$ cat config.mk
export PLATFORM = sky130hd
export DESIGN_NAME = pwr_state_ctl
export DESIGN_NICKNAME = d
export VERILOG_FILES = /design/src/rtl/pwr_state_ctl.sv
export SDC_FILE = /design/constraint.sdc
export NUM_CORES = 1
export LEC_CHECK = 0
export ABC_AREA = 1
export BUFFER_PORTS_ARGS = -buffer_cell sky130_fd_sc_hd__buf_2
export CAP_MARGIN = 20
export CORE_MARGIN = 3
export CORE_UTILIZATION = 58
export DETAILED_ROUTE_END_ITERATION = 10
export HOLD_SLACK_MARGIN = 0.03
export PLACE_DENSITY = 0.82
export SETUP_SLACK_MARGIN = 0.1
export SKIP_LAST_GASP = 1
export SYNTH_ARGS = -nofsm -noshare
export SYNTH_HDL_FRONTEND = slang
export SYNTH_SLANG_ARGS = --single-unit
$ cat constraint.sdc
create_clock -name mclk -period 1.65 [get_ports mclk]
set_input_delay 0 -clock mclk [delete_from_list [all_inputs] [get_ports mclk]]
set_output_delay 0 -clock mclk [all_outputs]
set_load 0.005 [all_outputs]
$ cat src/rtl/pwr_state_ctl.sv
module pwr_state_ctl #(
  parameter int IDLE_LIMIT  = 600,
  parameter int WAKE_FRAMES = 2
) (
  input  logic mclk,
  input  logic rst_n,
  input  logic fs_tx,
  input  logic fs_rx,
  input  logic pwr_up,
  output logic tx_en,
  output logic rx_en,
  output logic rx_mute,
  output logic ser_out_ok
);
  localparam int CW = $clog2(IDLE_LIMIT + 1);
  localparam int FW = $clog2(WAKE_FRAMES + 1);
  localparam logic [CW-1:0] LAST = CW'(IDLE_LIMIT - 1);
  localparam logic [FW-1:0] WDONE = FW'(WAKE_FRAMES);

  logic [2:0] tx_sh, rx_sh;
  logic [1:0] pu_sh;
  logic active, rx_live;
  logic [CW-1:0] idle_cnt, rx_cnt;
  logic [FW-1:0] wcnt;

  always_ff @(posedge mclk or negedge rst_n)
    if (!rst_n) begin
      tx_sh <= '0;
      rx_sh <= '0;
      pu_sh <= '0;
    end else begin
      tx_sh <= {tx_sh[1:0], fs_tx};
      rx_sh <= {rx_sh[1:0], fs_rx};
      pu_sh <= {pu_sh[0], pwr_up};
    end

  wire tx_rise  = tx_sh[1] & ~tx_sh[2];
  wire rx_rise  = rx_sh[1] & ~rx_sh[2];
  wire any_rise = tx_rise | rx_rise;
  wire pu_ok    = pu_sh[1];

  always_ff @(posedge mclk or negedge rst_n)
    if (!rst_n) begin
      active   <= 1'b0;
      rx_live  <= 1'b0;
      idle_cnt <= '0;
      rx_cnt   <= '0;
      wcnt     <= '0;
    end else if (!active) begin
      idle_cnt <= '0;
      rx_cnt   <= '0;
      wcnt     <= '0;
      rx_live  <= 1'b0;
      if (pu_ok && tx_rise) begin
        active  <= 1'b1;
        rx_live <= rx_rise;
      end
    end else if (!pu_ok || (!any_rise && idle_cnt == LAST)) begin
      active   <= 1'b0;
      rx_live  <= 1'b0;
      idle_cnt <= '0;
      rx_cnt   <= '0;
      wcnt     <= '0;
    end else begin
      idle_cnt <= any_rise ? '0 : idle_cnt + 1'b1;
      if (rx_rise) begin
        rx_cnt  <= '0;
        rx_live <= 1'b1;
      end else if (rx_cnt == LAST) begin
        rx_live <= 1'b0;
      end else begin
        rx_cnt <= rx_cnt + 1'b1;
      end
      if (tx_rise && wcnt != WDONE) wcnt <= wcnt + 1'b1;
    end

  assign tx_en      = active;
  assign rx_en      = active & rx_live;
  assign rx_mute    = active & ~rx_live;
  assign ser_out_ok = active & (wcnt == WDONE);

  AST_IDLE_BOUND: assert property (@(posedge mclk) disable iff (!rst_n)
    idle_cnt < CW'(IDLE_LIMIT));
  AST_PIN_LOW_SLEEPS: assert property (@(posedge mclk) disable iff (!rst_n)
    !pu_ok |=> !tx_en);
  AST_WAKE_ON_TX: assert property (@(posedge mclk) disable iff (!rst_n)
    $rose(tx_en) |-> ($past(tx_rise) && $past(pu_ok)));
  AST_PERMIT_ON_TX: assert property (@(posedge mclk) disable iff (!rst_n)
    $rose(ser_out_ok) |-> $past(tx_rise));
  AST_RX_RETURN: assert property (@(posedge mclk) disable iff (!rst_n)
    (tx_en && rx_rise && pu_ok) |=> (rx_en && !rx_mute));
  AST_STBY_COUNT_CLEAR: assert property (@(posedge mclk) disable iff (!rst_n)
    $rose(tx_en) |=> !ser_out_ok);
endmodule

==> impl_results.rst <==
.. list-table::
   :header-rows: 1

   * - Metric
     - Value
   * - Outcome
     - finished, final reports clean
   * - H-tree Lvls
     - 2
   * - Fillers
     - 168
   * - Adder-cell share of the synthesized area
     - 2.51%
   * - Post-Syn Nets
     - 174
   * - Clock tree from TritonCTS
     - yes
   * - Non-filler instance count after layout
     - 220
   * - Post-synth top area share
     - 53.6%
   * - Placed instance count
     - 202
   * - Final Util
     - 77.2%
   * - Main flop type after synthesis
     - dfrtp_1
   * - Highest ir drop seen on vdd
     - 0.845 mV
   * - GR Overflow Total
     - 0
   * - Final TNS setup
     - 0 ns
   * - Leading area contributor after synthesis
     - dfrtp_1
   * - Largest driver fanout on the critical path
     - 6
   * - Share of the synthesized area in compound gates (AO/OA/AOI/OAI)
     - 2.43%
   * - Via count of the first global-routing pass
     - 1138
   * - Post-Route WL
     - 3.01 mm
   * - Total via count after detailed routing
     - 1176
   * - Synth Warn #
     - 0
   * - Power density over cell area
     - 876 nW/µm²
   * - Share of post-route cells with drive strength above 1
     - 19.8%
   * - Number of diodes
     - 0
   * - Clock latency at the later pin of the worst-skew pair
     - 0.33 ns
   * - Final weighted congestion of routability-driven global placement
     - 0.779
   * - Worst path setup slack after routing
     - 0.0879 ns
   * - Final ANT Viol Nets
     - 0
   * - Post-synthesis area per instance
     - 9.00 µm²
   * - Max capacitance violation total
     - 0
   * - Buffer type at the clock tree root
     - clkbuf_4
   * - Total clock buffers created by CTS
     - 5
   * - Category of the most critical setup path
     - flip-flop to flip-flop
   * - Global-route usage over all layers
     - 19.2%
   * - Core area
     - 2320 µm²
   * - Height of the die
     - 56.8 µm
   * - Fraction of synthesis flops using an asynchronous set or reset pin
     - 100%
   * - Pin slew with the least headroom to its limit
     - 0.685 ns
   * - Count of different cell masters after synthesis
     - 23
   * - Count of buffers from port buffering
     - 8
   * - Final setup vio count
     - 0
   * - Clock Path Buffers
     - 2
   * - Smallest hold slack
     - 0.230 ns
   * - Minimum clock period after layout
     - 1.56 ns
   * - Number of detailed-route iterations in the first pass
     - 4
   * - Critical path data arrival time
     - 1.77 ns
   * - Number of synthesized flops with an enable pin
     - 0
   * - Worst Setup Slack post-DPL
     - 0.146 ns
   * - Global-route wire length before repair
     - 4.78 mm
   * - Die Footprint
     - 3220 µm²
   * - Antenna violations before repair
     - 0
   * - Maximum operating frequency
     - 640 MHz
   * - Cells after Synth
     - 166
   * - Number of nets in the layout
     - 199
   * - Worst Skew
     - 0.0126 ns
   * - Data required time at the worst endpoint
     - 1.86 ns
   * - Final Max Slew Viols
     - 0
   * - Fraction of the yosys area taken by sequential cells
     - 53.6%
   * - Post-synthesis sequential element count
     - 32
   * - Type of origin of the critical path
     - flip-flop
   * - Layout overhead on the synthesized area
     - 19.8%
   * - Tightest Hold Check Type
     - primary input to asynchronous set/reset pin
   * - IO Count
     - 9
   * - RSZ-0062 raised after global routing
     - true
   * - Simple-gate share of the synthesized area
     - 28.6%
   * - Cell leakage power
     - 0.813 nW
   * - Largest family of logic cells by synthesized area
     - simple AND/OR/NAND/NOR gates
   * - Final routed DRC violation total
     - 0
   * - Area used by sequential logic in the layout
     - 801 µm²
   * - Most instantiated cells after synthesis
     - dfrtp_1 (32), nand2_1 (31), nor2_1 (29)
   * - Count of standard-cell rows
     - 17
   * - Most repeated cell in the gate-level netlist after synthesis
     - dfrtp_1
   * - Area of the mapped netlist
     - 1490 µm²
   * - Multiplexer fraction of the synthesized cell area
     - 0%
   * - Dominant cells by area after synthesis
     - dfrtp_1 (54%), nand2_1 (7.8%), nor2_1 (7.3%)
   * - Crit path capture type
     - flip-flop
   * - Initial standard-cell utilization of the core
     - 64.4%
   * - Remaining max-slew budget at the tightest pin
     - 54.3%
   * - Via density
     - 5.35
   * - Combined area of the multi-input logic cells
     - 662 µm²
   * - Total half-perimeter wirelength after legalization and detailed placement
     - 1.90 mm
   * - Maximum number of pins on one net before global-route repair
     - 33
   * - Floorplan die width
     - 56.8 µm
   * - Initial detailed-routing violation count
     - 64
   * - Number of clock sinks seen by CTS
     - 32
   * - Post-CTS clock slew at the launch and capture registers of the worst setup and hold paths
     - 0.11 ns
   * - Final hold violation count
     - 0
   * - Area share of xor/xnor cells in the synthesized design
     - 7.04%
   * - Final cycle utilization of the critical path
     - 94.7%
   * - DR WL/cell
     - 13.7 µm
[power breakdown]
part           leakage (nW)  switching [mW]  total (mW)  internal [mW]
Sequential            0.427          0.0112       0.810          0.799
Combinational         0.335          0.0564      0.0854         0.0290
Clock                0.0515           0.270       0.672          0.402
[layout make-up]
type,count,share of cell area [%]
Clock buffer,7,3.64
Clock inverter,1,1.68
Inverter,23,4.83
Multi-Input combinational cell,113,37.0
Sequential cell,32,44.8
Tap cell,28,1.96
Timing Repair Buffer,16,6.15
[sequential cells by signal, summed over array words and instances, names as in the netlist]
| signal | cells |
|---|---|
| idle_cnt | 10 |
| rx_cnt | 10 |
| rx_sh | 3 |
| tx_sh | 3 |
| pu_sh | 2 |
| wcnt | 2 |
| rx_live | 1 |
| tx_en | 1 |
[repair_timing]
action / 4_1_cts / 5_1_grt
resized for setup: 0 / 9
endpoints found under the hold margin: 35 / 0
setup endpoints to repair: 0 / 24
setup buffers: 0 / 4
hold buffers: 4 / 0
[per-layer routing]
metal  vias to the layer above  routed length (µm)  track usage [%]
met5                         -                   0                0
met4                         0                  59             7.62
met3                         7                 108             4.83
met2                        26                1480             33.0
met1                       574                1360             23.0
li1                        569                   -                -
[per-stage QoR]
| stage | power [mW] | instance area, µm² |
|---|---|---|
| final | 1.57 | 1790 |
| after global routing | 1.63 | 1790 |
| after CTS | 1.56 | 1700 |
| after detailed placement | 0.894 | 1570 |
| after global placement | 0.891 | 1570 |
| after floorplan | 0.861 | 1490 |
[placed cells by master (no fill, tap or decap), drive strengths merged, types with 3 or more instances in the layout]
cell type	synthesis	routed
a21oi	3	3
buf	0	12
clkbuf	0	7
dfrtp	32	32
dlygate4sd3	0	4
ha	3	3
inv	23	23
nand2	35	35
nand3	12	13
nand4	4	4
nor2	31	32
nor3	5	5
or2	3	3
xor2	11	11
[cell families after synthesis]
kind of cell / after synthesis
and+or+nand+nor: 90
DFF: 32
buffers and inverters: 23
xor gates and xnor gates: 12
AOI/OAI and AO/OA: 6
adders and majority gates: 3
[path summary, 6_finish.rpt]
check | from | endpoint | slack (ns) | cells past startpoint
max | idle_cnt[0] | tx_en | 0.09 | 8
min | rst_n | idle_cnt[2] | 0.23 | 2
max reg2reg | idle_cnt[0] | tx_en | 0.09 | 8
min reg2reg | pu_sh[0] | pu_sh[1] | 0.37 | 0
max in group asynchronous | rst_n | idle_cnt[7] | 0.97 | 2
min in group mclk | pwr_up | pu_sh[0] | 0.30 | 2
[critical path, cell delays in order, from the launching register on]
cell and delay [ns]:
dfrtp_1 0.42, ha_2 0.24, nand2_2 0.09, nor2_2 0.14
nand2_2 0.08, nor2_4 0.20, nor2_8 0.09, nand2_2 0.10
o31ai_1 0.07
No activity file was read; power rests on OpenSTA's default activity.
